File: src/rtl/rbb_irq_pkg.sv
package rbb_irq_pkg;
  localparam int NUM_POS     = 18;
  localparam int REG_W       = 8;
  localparam int ADDR_W      = 3;
  localparam int NUM_EN_REGS = (NUM_POS + REG_W - 1) / REG_W;
  localparam int NUM_TMR     = 3;

  localparam int A_EN0  = 0;
  localparam int A_ST0  = A_EN0 + NUM_EN_REGS;
  localparam int A_CTRL = A_ST0 + NUM_EN_REGS;

  localparam int P_TX    = 3;
  localparam int P_TXB0  = 4;
  localparam int P_CCA   = 6;
  localparam int P_RX    = 7;
  localparam int P_RXB0  = 8;
  localparam int P_SFD   = 10;
  localparam int P_ADDR  = 11;
  localparam int P_OVR   = 12;
  localparam int P_MODSW = 13;
  localparam int P_LVL   = 14;
  localparam int P_BCNT  = 15;
  localparam int P_LEN   = 16;
  localparam int P_BYTE  = 17;

  typedef struct packed {
    logic sel_timeout;
    logic sel_csma;
    logic pol_low;
  } ctrl_t;
endpackage

File: src/rtl/rbb_evt_qualify.sv
module rbb_evt_qualify
  import rbb_irq_pkg::*;
#(
  parameter int TMR_W = 16
) (
  input  logic                            clk,
  input  logic                            rst,
  input  ctrl_t                           ctrl,
  input  logic [TMR_W-1:0]                tmr_val,
  input  logic [NUM_TMR-1:0][TMR_W-1:0]   tmr_cmp,
  input  logic                            ev_tx_done,
  input  logic                            tx_ack_req,
  input  logic                            auto_ack_rx_en,
  input  logic                            ev_ack_rcvd,
  input  logic                            ev_ack_timeout,
  input  logic [1:0]                      ev_tx_bank,
  input  logic                            ev_cca_done,
  input  logic                            ev_csma_done,
  input  logic                            ev_rx_done,
  input  logic                            rx_ack_req,
  input  logic                            auto_ack_reply_en,
  input  logic                            ev_ack_reply_sent,
  input  logic [1:0]                      ev_rx_bank_full,
  input  logic [1:0]                      ev_rx_bank_start,
  input  logic [1:0]                      rx_bank_full_flag,
  input  logic                            ev_sfd,
  input  logic                            ev_addr_match,
  input  logic                            ev_modesw_rx,
  input  logic                            ev_level_err,
  input  logic                            ev_byte_cnt,
  input  logic                            ev_len_rcvd,
  input  logic                            ev_rx_byte,
  input  logic                            ev_rx_timeout,
  output logic [NUM_POS-1:0]              set_vec
);
  logic [NUM_TMR-1:0] tmr_hit;
  logic tx_hold, rx_hold;

  for (genvar k = 0; k < NUM_TMR; k++) begin : g_tmr
    assign tmr_hit[k] = (tmr_val == tmr_cmp[k]);
  end

  assign tx_hold = auto_ack_rx_en & tx_ack_req;
  assign rx_hold = auto_ack_reply_en & rx_ack_req;

  always_comb begin
    set_vec = '0;
    set_vec[NUM_TMR-1:0] = tmr_hit;
    set_vec[P_TX]   = (ev_tx_done & ~tx_hold) |
                      (auto_ack_rx_en & (ev_ack_rcvd | ev_ack_timeout));
    set_vec[P_TXB0 +: 2] = ev_tx_bank;
    set_vec[P_CCA]  = ctrl.sel_csma ? ev_csma_done : ev_cca_done;
    set_vec[P_RX]   = (ev_rx_done & ~rx_hold) |
                      (auto_ack_reply_en & ev_ack_reply_sent);
    set_vec[P_RXB0 +: 2] = ev_rx_bank_full;
    set_vec[P_SFD]  = ev_sfd;
    set_vec[P_ADDR] = ev_addr_match;
    set_vec[P_OVR]  = |(ev_rx_bank_start & rx_bank_full_flag);
    set_vec[P_MODSW] = ev_modesw_rx;
    set_vec[P_LVL]  = ev_level_err;
    set_vec[P_BCNT] = ev_byte_cnt;
    set_vec[P_LEN]  = ev_len_rcvd;
    set_vec[P_BYTE] = ctrl.sel_timeout ? ev_rx_timeout : ev_rx_byte;
  end

  // a held-back transmit completion must not reach the status bank
  a_r8_tx_hold: assert property (@(posedge clk) disable iff (rst)
    (ev_tx_done && auto_ack_rx_en && tx_ack_req && !ev_ack_rcvd && !ev_ack_timeout)
      |-> !set_vec[P_TX]);

  a_r9_rx_hold: assert property (@(posedge clk) disable iff (rst)
    (ev_rx_done && auto_ack_reply_en && rx_ack_req && !ev_ack_reply_sent)
      |-> !set_vec[P_RX]);

  a_r10_overrun: assert property (@(posedge clk) disable iff (rst)
    (ev_rx_bank_start[1] && rx_bank_full_flag[1]) |-> set_vec[P_OVR]);

  a_r6_unselected: assert property (@(posedge clk) disable iff (rst)
    (!ctrl.sel_csma && ev_csma_done && !ev_cca_done) |-> !set_vec[P_CCA]);

  a_r11_tmr0: assert property (@(posedge clk) disable iff (rst)
    (tmr_val == tmr_cmp[0]) |-> set_vec[0]);
endmodule

File: src/rtl/rbb_status_bank.sv
module rbb_status_bank
  import rbb_irq_pkg::*;
(
  input  logic               clk,
  input  logic               rst,
  input  logic [NUM_POS-1:0] set_vec,
  input  logic [NUM_POS-1:0] clr_vec,
  output logic [NUM_POS-1:0] st_q
);
  for (genvar i = 0; i < NUM_POS; i++) begin : g_bit
    always_ff @(posedge clk) begin
      if (rst)               st_q[i] <= 1'b0;
      else if (set_vec[i])   st_q[i] <= 1'b1;
      else if (clr_vec[i])   st_q[i] <= 1'b0;
    end


    a_r2_sticky_set: assert property (@(posedge clk) disable iff (rst)
      set_vec[i] |=> st_q[i]);

    a_r3_w1c: assert property (@(posedge clk) disable iff (rst)
      (clr_vec[i] && !set_vec[i]) |=> !st_q[i]);

    a_r2_hold: assert property (@(posedge clk) disable iff (rst)
      (!clr_vec[i] && !set_vec[i]) |=> $stable(st_q[i]));
  end
endmodule

File: src/rtl/rbb_irq_drive.sv
module rbb_irq_drive
  import rbb_irq_pkg::*;
(
  input  logic               clk,
  input  logic               rst,
  input  logic [NUM_POS-1:0] st,
  input  logic [NUM_POS-1:0] en,
  input  logic               pol_low,
  output logic               irq_q
);
  logic pending;
  assign pending = |(st & en);

  always_ff @(posedge clk) begin
    if (rst) irq_q <= 1'b0;
    else     irq_q <= pending ^ pol_low;
  end

  // line follows the masked status one edge later
  a_r4_one_cycle: assert property (@(posedge clk) disable iff (rst)
    (st == '0) |=> (irq_q == $past(pol_low)));
  a_r5_polarity: assert property (@(posedge clk) disable iff (rst)
    (pending && !pol_low) |=> irq_q);
endmodule

File: src/rtl/rbb_irq_agg.sv
module rbb_irq_agg
  import rbb_irq_pkg::*;
#(
  parameter int TMR_W = 16
) (
  input  logic              clk,
  input  logic              rst,
  input  logic              reg_wr,
  input  logic [2:0]        reg_addr,
  input  logic [7:0]        reg_wdata,
  output logic [7:0]        reg_rdata,
  input  logic [TMR_W-1:0]  tmr_val,
  input  logic [TMR_W-1:0]  tmr_cmp0,
  input  logic [TMR_W-1:0]  tmr_cmp1,
  input  logic [TMR_W-1:0]  tmr_cmp2,
  input  logic              ev_tx_done,
  input  logic              tx_ack_req,
  input  logic              auto_ack_rx_en,
  input  logic              ev_ack_rcvd,
  input  logic              ev_ack_timeout,
  input  logic [1:0]        ev_tx_bank,
  input  logic              ev_cca_done,
  input  logic              ev_csma_done,
  input  logic              ev_rx_done,
  input  logic              rx_ack_req,
  input  logic              auto_ack_reply_en,
  input  logic              ev_ack_reply_sent,
  input  logic [1:0]        ev_rx_bank_full,
  input  logic [1:0]        ev_rx_bank_start,
  input  logic [1:0]        rx_bank_full_flag,
  input  logic              ev_sfd,
  input  logic              ev_addr_match,
  input  logic              ev_modesw_rx,
  input  logic              ev_level_err,
  input  logic              ev_byte_cnt,
  input  logic              ev_len_rcvd,
  input  logic              ev_rx_byte,
  input  logic              ev_rx_timeout,
  output logic              irq_out
);
  localparam int LAST_BITS = NUM_POS - (NUM_EN_REGS - 1) * REG_W;
  localparam int A_EN_LAST = A_EN0 + NUM_EN_REGS - 1;

  logic [NUM_POS-1:0] en_q, st_q, set_vec, clr_vec;
  ctrl_t              ctrl_q;
  logic [NUM_TMR-1:0][TMR_W-1:0] cmp_pk;
  int                 addr_i;

  assign addr_i = int'(reg_addr);
  assign cmp_pk = {tmr_cmp2, tmr_cmp1, tmr_cmp0};

  always_ff @(posedge clk) begin
    if (rst) begin
      en_q   <= '0;
      ctrl_q <= '0;
    end else if (reg_wr) begin
      for (int i = 0; i < NUM_POS; i++)
        if (addr_i == A_EN0 + i / REG_W) en_q[i] <= reg_wdata[i % REG_W];
      if (addr_i == A_CTRL) ctrl_q <= reg_wdata[$bits(ctrl_t)-1:0];
    end
  end

  always_comb begin
    for (int i = 0; i < NUM_POS; i++)
      clr_vec[i] = reg_wr && (addr_i == A_ST0 + i / REG_W) && reg_wdata[i % REG_W];
  end

  always_comb begin
    reg_rdata = '0;
    for (int i = 0; i < NUM_POS; i++) begin
      if (addr_i == A_EN0 + i / REG_W) reg_rdata[i % REG_W] = en_q[i];
      if (addr_i == A_ST0 + i / REG_W) reg_rdata[i % REG_W] = st_q[i];
    end
    if (addr_i == A_CTRL) reg_rdata[$bits(ctrl_t)-1:0] = ctrl_q;
  end

  rbb_evt_qualify #(.TMR_W(TMR_W)) u_qual (
    .clk(clk), .rst(rst), .ctrl(ctrl_q),
    .tmr_val(tmr_val), .tmr_cmp(cmp_pk),
    .ev_tx_done(ev_tx_done), .tx_ack_req(tx_ack_req),
    .auto_ack_rx_en(auto_ack_rx_en), .ev_ack_rcvd(ev_ack_rcvd),
    .ev_ack_timeout(ev_ack_timeout), .ev_tx_bank(ev_tx_bank),
    .ev_cca_done(ev_cca_done), .ev_csma_done(ev_csma_done),
    .ev_rx_done(ev_rx_done), .rx_ack_req(rx_ack_req),
    .auto_ack_reply_en(auto_ack_reply_en), .ev_ack_reply_sent(ev_ack_reply_sent),
    .ev_rx_bank_full(ev_rx_bank_full), .ev_rx_bank_start(ev_rx_bank_start),
    .rx_bank_full_flag(rx_bank_full_flag), .ev_sfd(ev_sfd),
    .ev_addr_match(ev_addr_match), .ev_modesw_rx(ev_modesw_rx),
    .ev_level_err(ev_level_err), .ev_byte_cnt(ev_byte_cnt),
    .ev_len_rcvd(ev_len_rcvd), .ev_rx_byte(ev_rx_byte),
    .ev_rx_timeout(ev_rx_timeout), .set_vec(set_vec)
  );

  rbb_status_bank u_stat (
    .clk(clk), .rst(rst), .set_vec(set_vec), .clr_vec(clr_vec), .st_q(st_q)
  );

  rbb_irq_drive u_drv (
    .clk(clk), .rst(rst), .st(st_q), .en(en_q), .pol_low(ctrl_q.pol_low),
    .irq_q(irq_out)
  );

  // unmapped enable bits in the last register read as zero
  a_r12_unused_zero: assert property (@(posedge clk) disable iff (rst)
    (addr_i == A_EN_LAST) |-> ((reg_rdata >> LAST_BITS) == 8'd0));

  a_r1_reset_quiet: assert property (@(posedge clk)
    $past(rst) |-> (!irq_out && en_q == '0));
endmodule

File: config.mk
export PLATFORM = sky130hd
export DESIGN_NAME = rbb_irq_agg
export DESIGN_NICKNAME = d
export VERILOG_FILES = /design/src/rtl/rbb_irq_pkg.sv /design/src/rtl/rbb_evt_qualify.sv /design/src/rtl/rbb_status_bank.sv /design/src/rtl/rbb_irq_drive.sv /design/src/rtl/rbb_irq_agg.sv
export SDC_FILE = /design/constraint.sdc
export NUM_CORES = 1
export LEC_CHECK = 0
export BUFFER_PORTS_ARGS = -buffer_cell sky130_fd_sc_hd__buf_2
export CELL_PAD_IN_SITES_DETAIL_PLACEMENT = 1
export CELL_PAD_IN_SITES_GLOBAL_PLACEMENT = 1
export CORE_MARGIN = 8
export CORE_UTILIZATION = 31
export DETAILED_ROUTE_END_ITERATION = 7
export MAX_ROUTING_LAYER = met4
export PLACE_DENSITY_LB_ADDON = 0.1
export SYNTH_ARGS = -nofsm -noshare
export SYNTH_HDL_FRONTEND = slang
export SYNTH_HIERARCHICAL = 1
export SYNTH_SLANG_ARGS = --single-unit
File: constraint.sdc
create_clock -name clk -period 1.2 [get_ports clk]
set_input_delay 0.06 -clock clk [delete_from_list [all_inputs] [get_ports clk]]
set_output_delay 0.06 -clock clk [all_outputs]
set_load 0.005 [all_outputs]
==> summary.md, run 1 <==
| Metric | Value |
|---|---|
| Outcome | `finished, violations left` |
| Violated checks | `negative setup slack` |
| Starting Density | `approximately a third` |
| Clock Sinks | `40` |
| Slowest stage cell, crit path | `dfxtp_2` |
| Congestion Overflow GR | `0` |
| Cells after DPL | `570` |
| Clk_lat worst skew | `~0.3 ns` |
| Avg Vias per Cell | `4.86` |
| Final WL | `10.2 mm` |
| WS Path Type | `register to output port` |
| Synth unique cells | `35` |
| Max VDD drop | `0.602 mV` |
| Synth warn | `6` |
| Fmax | `682 MHz` |
| # setup viols final | `5` |
| Diodes inserted | `0` |
| Most common flop cell mapped by yosys | `dfxtp_1` |
| NumNets Final | `582` |
| Final non-filler cell total | `585` |
| Reg2reg setup slack | `-0.19 ns` |
| CP bufs+invs | `1` |
| CP Capture Type | `output port` |
| Share of cells above drive strength 1 | `a little under half` |
| Multi-input logic area | `1820 sq um` |
| Post-synth ARST share | `0%` |
| I/O pins | `114` |
| Final hold slack | `0.0135 ns` |
| Die width | `about 110 microns` |
| Final Cycle Share | `122%` |
| Design area | `3960 sq um` |
| Row cnt | `34` |
| Delay-heaviest family, CP | `flip-flops` |
| Dpl hpwl | `8.56 mm` |
| Commonest non-fill, non-tap cell in the layout | `buf_2` |
| Total CTS buffers | `5` |
| R2r endpoint | `u_drv/irq_q$_SDFF_PP0_` |
| Worst path required time | `~1.1 ns` |
| Post-Synthesis Mean Instance Area | `8.49 sq um` |
| Routed Antenna Nets | `0` |
| Layout Utilization | `around 45%` |
| Final Power | `~3.6 mW` |
| H-tree depth | `2` |
| Post-DP Area | `3650 sq um` |
| Slew @ Worst Pin | `0.346 ns` |
| Initial DRT Pass Iterations | `4` |
| Post-route DRC | `0` |
| Skew final | `0.00889 ns` |
| FF+latch count, synth | `40` |
| Mapped Nets | `435` |
| Vias in the first global route | `3286` |
| Fill cell count | `1099` |
| Core footprint | `8760 sq um` |
| Minimum clock period | `between 1 and 1.5 ns` |
| I/O Buffers | `113` |
| PwrDens | `916 nW/um^2` |
| Total GRT Usage | `17.1%` |
| Startpoint types | `register` |
| First-pass GRT wire length | `roughly 17 mm` |
| Final Hold Viols | `0` |
| Largest net degree at the start of global routing | `18` |
| Pre-CTS WS | `-0.137 ns` |
| Initial drt markers | `66` |
| Die Ht | `111 microns` |
| Clk slew on worst S/H paths | `0.08 ns` |
| End of the worst hold path | `u_stat/st_q[5]$_SDFFE_PP0P_` |
| Setup TNS | `-0.864 ns` |
| Max Slew Vio Count | `0` |
| Critical-path cell list | `mux2_2, a22o_1, nor3_2, o22ai_1, buf_2` |
| Sequential Area | `833 sq um` |
| Worst r2r src | `u_stat/st_q[5]$_SDFFE_PP0P_` |
| Post-synth EDFFs | `0` |
| CTS tree | `built` |
| CP peak stage delay | `between 0.3 and 0.4 ns` |
| Reg2Reg Depth | `5` |
| Hold Path Stages | `3` |
| CP Data Arrival Time | `1.41 ns` |
| Vias | `2843` |
| Antenna violations before repair | `0` |
| GPL Wtd Cong | `0.829` |
| Register area share after synthesis | `28.6%` |
| Leak | `1.71 nW` |
| Area growth syn-to-layout | `41.4%` |
| Final worst slack | `-0.267 ns` |
| RSZ-0062 raised after global routing | `yes` |
| Max-slew headroom | `~77%` |
| Longest Clk Path Bufs | `2` |
| Post-Syn Instances | `330` |
| Max Cap Viol | `0` |
| Critical path peak fanout | `3` |
| CTS Root Cell | `clkbuf_8` |
| Die outline area | `~12000 sq um` |
| HP Start | `ev_tx_bank[1]` |
| Mean routed wirelength per cell | `17.5 microns` |
| Synthesized area | `2800 sq um` |
| Most frequent cells in the layout | `buf_2, xnor2_1, buf_4` |
| Hold crit path type | `primary input to register` |
==> repair_timing <==
action / 4_1_cts / 5_1_grt
setup buffers: 3 / 0
hold buffers: 8 / 0
hold endpoints to repair: 8 / 0
pin swaps: 4 / 6
gates resized for setup: 23 / 17
endpoints found under the setup margin: 8 / 8
==> routing by layer <==
| metal | vias up | global-route usage [%] | routed length, microns | share of wire (%) |
|---|---|---|---|---|
| li1 | 1410 | - | - | - |
| met1 | 1356 | 20.1 | 4550 | 44 |
| met2 | 66 | 29.5 | 5210 | 51 |
| met3 | 11 | 3.08 | 355 | 3.5 |
| met4 | 0 | 4.18 | 121 | 1.2 |
| met5 | - | - | 0 | 0 |
==> worst max-delay path by stage <==
stage / from / end / slack, ns / cells after the start
finish: u_stat/st_q[0]$_SDFFE_PP0P_ / reg_rdata[0] / -0.27 / 5
global placement: u_stat/st_q[5]$_SDFFE_PP0P_ / u_drv/irq_q$_SDFF_PP0_ / -0.04 / 5
detailed placement: u_stat/st_q[5]$_SDFFE_PP0P_ / u_drv/irq_q$_SDFF_PP0_ / -0.14 / 5
floorplan: u_stat/st_q[9]$_SDFFE_PP0P_ / u_drv/irq_q$_SDFF_PP0_ / 0.02 / 5
global route: u_stat/st_q[0]$_SDFFE_PP0P_ / reg_rdata[0] / -0.36 / 5
CTS: u_stat/st_q[0]$_SDFFE_PP0P_ / reg_rdata[0] / -0.33 / 5
==> worst min-delay path, stage by stage <==
cell	delay, ns
buf_2	0.09
inv_1	0.07
a21oi_2	0.05
==> Yosys cell counts, types with 2 or more instances <==
cell / instances / area, sq um
nor2_1: 20 / 75.1
nor2_4: 2 / 22.5
xnor2_1: 48 / 420
o21ai_0: 4 / 20.0
and4_1: 2 / 17.5
buf_6: 3 / 33.8
nand2_1: 24 / 90.1
mux2i_1: 22 / 220
a21oi_2: 10 / 87.6
a221oi_2: 2 / 30.0
a22oi_1: 5 / 37.5
buf_2: 4 / 20.0
inv_1: 20 / 75.1
mux2_2: 5 / 56.3
and3_1: 2 / 12.5
nand4_1: 13 / 81.3
nor2b_1: 3 / 18.8
a21oi_1: 18 / 90.1
nor3_1: 3 / 15.0
a22o_1: 6 / 52.6
nand2b_1: 23 / 144
nand3_1: 4 / 20.0
nor4_2: 2 / 25.0
and2_1: 16 / 100
buf_4: 10 / 75.1
clkbuf_1: 2 / 7.51
dfxtp_1: 40 / 801
o22ai_1: 9 / 56.3
o32ai_2: 2 / 32.5
==> logic make-up (layout without fill, tap and decap cells) <==
kind of cell              Yosys count  count (layout)  share of synthesized area (%)
DFF                                40              40                           28.6
xor gates and xnor gates           48              48                           15.0
buffers and inverters              40             187                           8.27
AOI/OAI and AO/OA                  58              58                           15.2
muxes                              27              27                           9.87
and+or+nand+nor                   117             117                           23.0
==> registers in the layout, indices dropped and copies added, names as in the netlist <==
| signal | cells |
|---|---|
| en_q | 18 |
| u_stat/st_q | 18 |
| ctrl_q | 3 |
| u_drv/irq_q | 1 |
==> final cells by class <==
class	instances	area share, %
tap	108	3.41
sequential	40	21.0
timing repair buffer	160	24.4
clock buffer	5	1.74
clock inverter	2	1.52
multi-input combinational	250	46.0
inverter	20	1.90
==> where the power goes <==
part	internal (mW)	switching [mW]	total, mW	leakage (nW)
Clock	0.820	0.505	1.32	0.0642
Combinational	0.464	0.399	0.863	1.31
Sequential	1.39	0.0533	1.44	0.337
Total	2.67	0.957	3.63	1.71
(Power assumes the default switching activity.)
==> inputs of run 2 (changes only) <==
- MAX_ROUTING_LAYER: met4 -> unset
- SKIP_LAST_GASP: unset -> 1
- SLEW_MARGIN: unset -> 20
==> run 2 against run 1 <==
Critical path type unchanged. Final area down 0.25%. Non-clock buffer count unchanged. Clock skew about the same. The run still ends with negative setup slack left. Highest routed layer unchanged. Critical path depth unchanged. Combinational power about the same. Sequential cell count unchanged. Utilization down 0.11 points. Global-route usage down 0.49 points. Register-to-register slack about the same. Worst hold slack better by 0.0051 ns.
==> summary.md, run 2 (synthesis results as in run 1) <==
| Metric | Value |
|---|---|
| Leak | `1.71 nW` |
| Minimum clock period | `1.46 ns` |
| Top Registers | `en_q x18, u_stat/st_q x18, ctrl_q x3` |
| Slowest stage cell, crit path | `dfxtp_2` |
| Share of cells above drive strength 1 | `44.7%` |
| Skew final | `about 0.0091 ns` |
| Clk_lat worst skew | `around 0.29 ns` |
| Met1 GRT Util | `19.3%` |
| Dpl hpwl | `8.56 mm` |
| Final Power | `3.62 mW` |
| CP bufs+invs | `1` |
| Layout Utilization | `45.1%` |
| Vias | `2830` |
| Final Hold Viols | `0` |
| GPL Wtd Cong | `0.816` |
| CP Capture Type | `output port` |
| Mean routed wirelength per cell | `17.5 microns` |
| CP peak stage delay | `0.34 ns` |
| Congestion Overflow GR | `0` |
| Final Cycle Share | `122%` |
| CP Data Arrival Time | `1.40 ns` |
| Final hold slack | `between 0.015 and 0.02 ns` |
| Outcome | `finished, violations left` |
| Final worst slack | `-0.264 ns` |
| Met2 usage | `~29%` |
| Hold crit path type | `primary input to register` |
| NumNets Final | `582` |
| Longest Clk Path Bufs | `2` |
| Multi-input logic area | `~1800 sq um` |
| Routed Antenna Nets | `0` |
| Critical path peak fanout | `3` |
| Worst path required time | `1.14 ns` |
| Core footprint | `8760 sq um` |
| Slew @ Worst Pin | `0.351 ns` |
| Clock Sinks | `40` |
| Startpoint types | `register` |
| Row cnt | `34` |
| RSZ-0062 raised after global routing | `yes` |
| Final WL | `10.2 mm` |
| First-pass GRT wire length | `between 15 and 20 mm` |
| Initial DRT Pass Iterations | `4` |
| I/O pins | `114` |
| Largest net degree at the start of global routing | `18` |
| # setup viols final | `6` |
| Die width | `approximately 110 microns` |
| Commonest non-fill, non-tap cell in the layout | `buf_2` |
| Vias in the first global route | `3282` |
| Delay-heaviest family, CP | `flip-flops` |
| Most frequent cells in the layout | `buf_2, xnor2_1, buf_4` |
| Sequential Area | `approximately 830 sq um` |
| Initial drt markers | `47` |
| Clk slew on worst S/H paths | `roughly 0.08 ns` |
| Total CTS buffers | `5` |
| Max VDD drop | `0.599 mV` |
| Total GRT Usage | `roughly 17%` |
| PwrDens | `between 900 and 1000 nW/um^2` |
| Fmax | `683 MHz` |
| Antenna violations before repair | `0` |
| Post-route DRC | `0` |
| Avg Vias per Cell | `4.84` |
| Die outline area | `12300 sq um` |
| Die Ht | `111 microns` |
| Violated checks | `negative setup slack` |
| Max-slew headroom | `76.6%` |
| Diodes inserted | `0` |
| WS Path Type | `register to output port` |
| Area growth syn-to-layout | `41.1%` |
| I/O Buffers | `around 110` |
| Met3 Use GR | `4.38%` |
| Max Cap Viol | `0` |
| Max Slew Vio Count | `0` |
| Busiest grt layer | `met2` |
| CTS tree | `built` |
| Critical-path cell list | `mux2_2, a22o_1, nor3_2, o22ai_1, buf_2` |
| Starting Density | `32.0%` |
| H-tree depth | `2` |
| CTS Root Cell | `clkbuf_8` |
| Fill cell count | `between 1000 and 1500` |
-- run 2: layout make-up --
class	instances	area share, %
inverters	20	1.90
repair buffers	160	24.5
well taps	108	3.42
flip-flops and latches	40	21.1
clock buffers	5	1.74
multi-input cells	250	45.9
clock inverters	2	1.52
-- run 2: worst reg2reg max path: cells and delay by family, from the launching register on --
kind / cells / cell delay (ns)
AO/OA/AOI/OAI: 2 / 0.51
AND/OR/NAND/NOR: 3 / 0.44
flip-flops: 1 / 0.32
-- run 2: path summary, 6_finish.rpt --
path         cells past startpoint                        start  slack [ns]                            to
min                              3                ev_addr_match        0.02  u_stat/st_q[11]$_SDFFE_PP0P_
max reg2reg                      5  u_stat/st_q[5]$_SDFFE_PP0P_       -0.18        u_drv/irq_q$_SDFF_PP0_
max                              5  u_stat/st_q[0]$_SDFFE_PP0P_       -0.26                  reg_rdata[0]
min reg2reg                      2         en_q[4]$_SDFFE_PP0P_        0.48          en_q[4]$_SDFFE_PP0P_
-- run 2: metal layers --
layer,vias to the layer above,wire length (microns),share of wire (%)
met5,-,0,0
met4,0,109,1.1
met3,9,501,4.9
met2,61,5200,51
met1,1350,4400,43
li1,1410,-,-
-- run 2: metrics by stage --
stage / cells / instance area [sq um] / TNS, ns / worst slack, ns
global placement: 570 / 3650 / -0.140 / -0.0395
global route: 585 / 3950 / -1.36 / -0.353
CTS: 585 / 3900 / -1.05 / -0.328
finish: 585 / 3950 / -0.843 / -0.264
floorplan: 330 / 2810 / 0 / 0.0176
detailed placement: 570 / 3650 / -0.668 / -0.137
-- run 2: where the power goes --
part	internal, mW	total [mW]	switching (mW)
Clock	0.820	1.32	0.499
Combinational	0.461	0.860	0.399
Sequential	1.39	1.44	0.0528
Total	2.67	3.62	0.950
-- run 2: timing repair --
item                                    4_1_cts  5_1_grt
endpoints found under the hold margin         8        0
hold buffers                                  8        0
endpoints found under the setup margin        8        8
pin swaps                                     4        6
resized for setup                            21       15
setup buffers                                 3        0
==> inputs of run 3 (changes only) <==
- CTS_BUF_LIST: unset -> sky130_fd_sc_hd__clkbuf_16
- RECOVER_POWER: unset -> 100
==> run 3 against run 2 <==
The run still ends with negative setup slack left. Global-route usage fell by 0.29 points. First-iteration DRC count fell by 8.5%. Final area fell by 0.82%. Utilization fell by 0.37 points. Maximum frequency rose by 1.9%. Largest cell class unchanged. Highest routed layer unchanged.
==> summary.md, run 3 (synthesis results as in run 1) <==
| Metric | Value |
|---|---|
| Minimum clock period | `1.44 ns` |
| Clock Sinks | `40` |
| Reg2Reg Depth | `5` |
| Max Cap Viol | `0` |
| Hold crit path type | `primary input to register` |
| Die outline area | `approximately 12000 sq um` |
| NumNets Final | `578` |
| Max Slew Vio Count | `0` |
| Area growth syn-to-layout | `39.9%` |
| Avg Vias per Cell | `4.86` |
| CTS Root Cell | `clkbuf_16` |
| Hold Path Stages | `3` |
| CP peak stage delay | `0.33 ns` |
| Core footprint | `8760 sq um` |
| Final Power | `3.99 mW` |
| First-pass GRT wire length | `roughly 16 mm` |
| Longest Clk Path Bufs | `2` |
| Max VDD drop | `0.501 mV` |
| Cells after DPL | `570` |
| R2r endpoint | `u_drv/irq_q$_SDFF_PP0_` |
| CP Capture Type | `output port` |
| Max-slew headroom | `approximately 65%` |
| Post-route DRC | `0` |
| Row cnt | `34` |
| Antenna violations before repair | `0` |
| Vias | `2821` |
| Most frequent cells in the layout | `buf_2, xnor2_1, buf_4` |
| I/O Buffers | `approximately 110` |
| Multi-input logic area | `1790 sq um` |
| CP Data Arrival Time | `1.38 ns` |
| Total GRT Usage | `16.3%` |
| Final Hold Viols | `0` |
| Skew final | `around 0.0045 ns` |
| H-tree depth | `2` |
| Worst r2r src | `u_stat/st_q[5]$_SDFFE_PP0P_` |
| Reg2reg setup slack | `-0.19 ns` |
| Clk slew on worst S/H paths | `0.06 ns` |
| CP Capture Point | `reg_rdata[0]` |
| Congestion Overflow GR | `0` |
| Share of cells above drive strength 1 | `42.5%` |
| Diodes inserted | `0` |
| Final Cycle Share | `120%` |
| # setup viols final | `9` |
| Mean routed wirelength per cell | `17.5 microns` |
| Post-DP Area | `3650 sq um` |
| RSZ-0062 raised after global routing | `yes` |
| Worst path required time | `1.14 ns` |
| Sequential Area | `826 sq um` |
| Outcome | `finished, violations left` |
| Starting Density | `32.0%` |
| Slowest stage cell, crit path | `dfxtp_2` |
| Slew @ Worst Pin | `0.528 ns` |
| WS Path Type | `register to output port` |
| Critical path peak fanout | `3` |
| Design area | `3920 sq um` |
| Final WL | `10.2 mm` |
| Top Registers | `en_q x18, u_stat/st_q x18, ctrl_q x3` |
| Critical Path Start | `en_q[8]$_SDFFE_PP0P_` |
| Routed Antenna Nets | `0` |
| Die width | `111 microns` |
| GPL Wtd Cong | `about 0.82` |
| Largest net degree at the start of global routing | `18` |
| Clk_lat worst skew | `0.28 ns` |
| Violated checks | `negative setup slack` |
| Critical-path cell list | `mux2_2, a22o_1, nor3_2, o22ai_1, buf_2` |
| Final non-filler cell total | `581` |
| Total CTS buffers | `5` |
| Fmax | `696 MHz` |
| CTS tree | `built` |
| Leak | `~1.7 nW` |
| PwrDens | `1020 nW/um^2` |
| Initial DRT Pass Iterations | `4` |
| Commonest non-fill, non-tap cell in the layout | `buf_2` |
| Die Ht | `111 microns` |
| Final worst slack | `-0.236 ns` |
| Vias in the first global route | `3276` |
| Startpoint types | `register` |
| Fill cell count | `1093` |
| Dpl hpwl | `8.56 mm` |
| Initial drt markers | `43` |
| I/O pins | `114` |
run 3: cell count changes in the layout (fill, tap and decap cells not counted), sizes merged:
cell,previous run,this run
clkbuf,5,13
buf,152,148
dlygate4sd3,8,0
run 3: power breakdown:
group / internal (mW) / total (mW) / switching [mW] / leakage, nW
Clock: 1.18 / 1.71 / 0.529 / 0.0899
Sequential: 1.38 / 1.44 / 0.0528 / 0.335
Combinational: 0.445 / 0.838 / 0.393 / 1.28
Total: 3.01 / 3.99 / 0.975 / 1.70
run 3: metal layers:
| metal | up-vias | global-route usage [%] | part of all wire [%] |
|---|---|---|---|
| li1 | 1405 | - | - |
| met1 | 1357 | 19.0 | 43 |
| met2 | 55 | 29.7 | 52 |
| met3 | 4 | 4.00 | 4.4 |
| met4 | 0 | 2.67 | 0.50 |
| met5 | - | 0 | 0 |
run 3: per-stage QoR:
step	setup WS (ns)	hold WS (ns)	util [%]	TNS, ns
floorplan	0.0176	0.129	-	0
finish	-0.236	0.00677	44.7	-1.47
CTS	-0.307	0.00451	44.4	-0.890
global route	-0.338	0.0115	44.7	-3.01
global placement	-0.0395	0.297	41.7	-0.140
detailed placement	-0.137	0.302	41.7	-0.668
run 3: timing repair:
item | in CTS | in global routing
setup buffers | 2 | 2
hold buffers | 0 | 0
pin swaps | 6 | 9
resized for setup | 16 | 14
endpoints found under the setup margin | 8 | 9
cloned | 0 | 0
run 3: final cells by class:
class / instances / area share [%]
sequential: 40 / 21.1
timing repair buffer: 156 / 23.1
clock buffer: 5 / 3.19
inverter: 20 / 1.92
tap: 108 / 3.45
clock inverter: 2 / 1.53
multi-input combinational: 250 / 45.7
run 3: worst max-delay path: cells and delay by family (launching register included):
family                 cells  cell delay [ns]
multiplexers               1             0.26
flip-flops                 1             0.33
AO/OA/AOI/OAI              2             0.27
buffers and inverters      1             0.13
AND/OR/NAND/NOR            1             0.10
run 3: worst min-delay path by stage:
| stage | startpoint | end | slack [ns] |
|---|---|---|---|
| global route | ev_tx_bank[0] | u_stat/st_q[4]$_SDFFE_PP0P_ | 0.01 |
| finish | ev_tx_bank[0] | u_stat/st_q[4]$_SDFFE_PP0P_ | 0.007 |
| global placement | ev_byte_cnt | u_stat/st_q[15]$_SDFFE_PP0P_ | 0.30 |
| detailed placement | ev_rx_bank_full[0] | u_stat/st_q[8]$_SDFFE_PP0P_ | 0.30 |
| CTS | ev_level_err | u_stat/st_q[14]$_SDFFE_PP0P_ | 0.005 |
| floorplan | rst | en_q[17]$_SDFFE_PP0P_ | 0.13 |
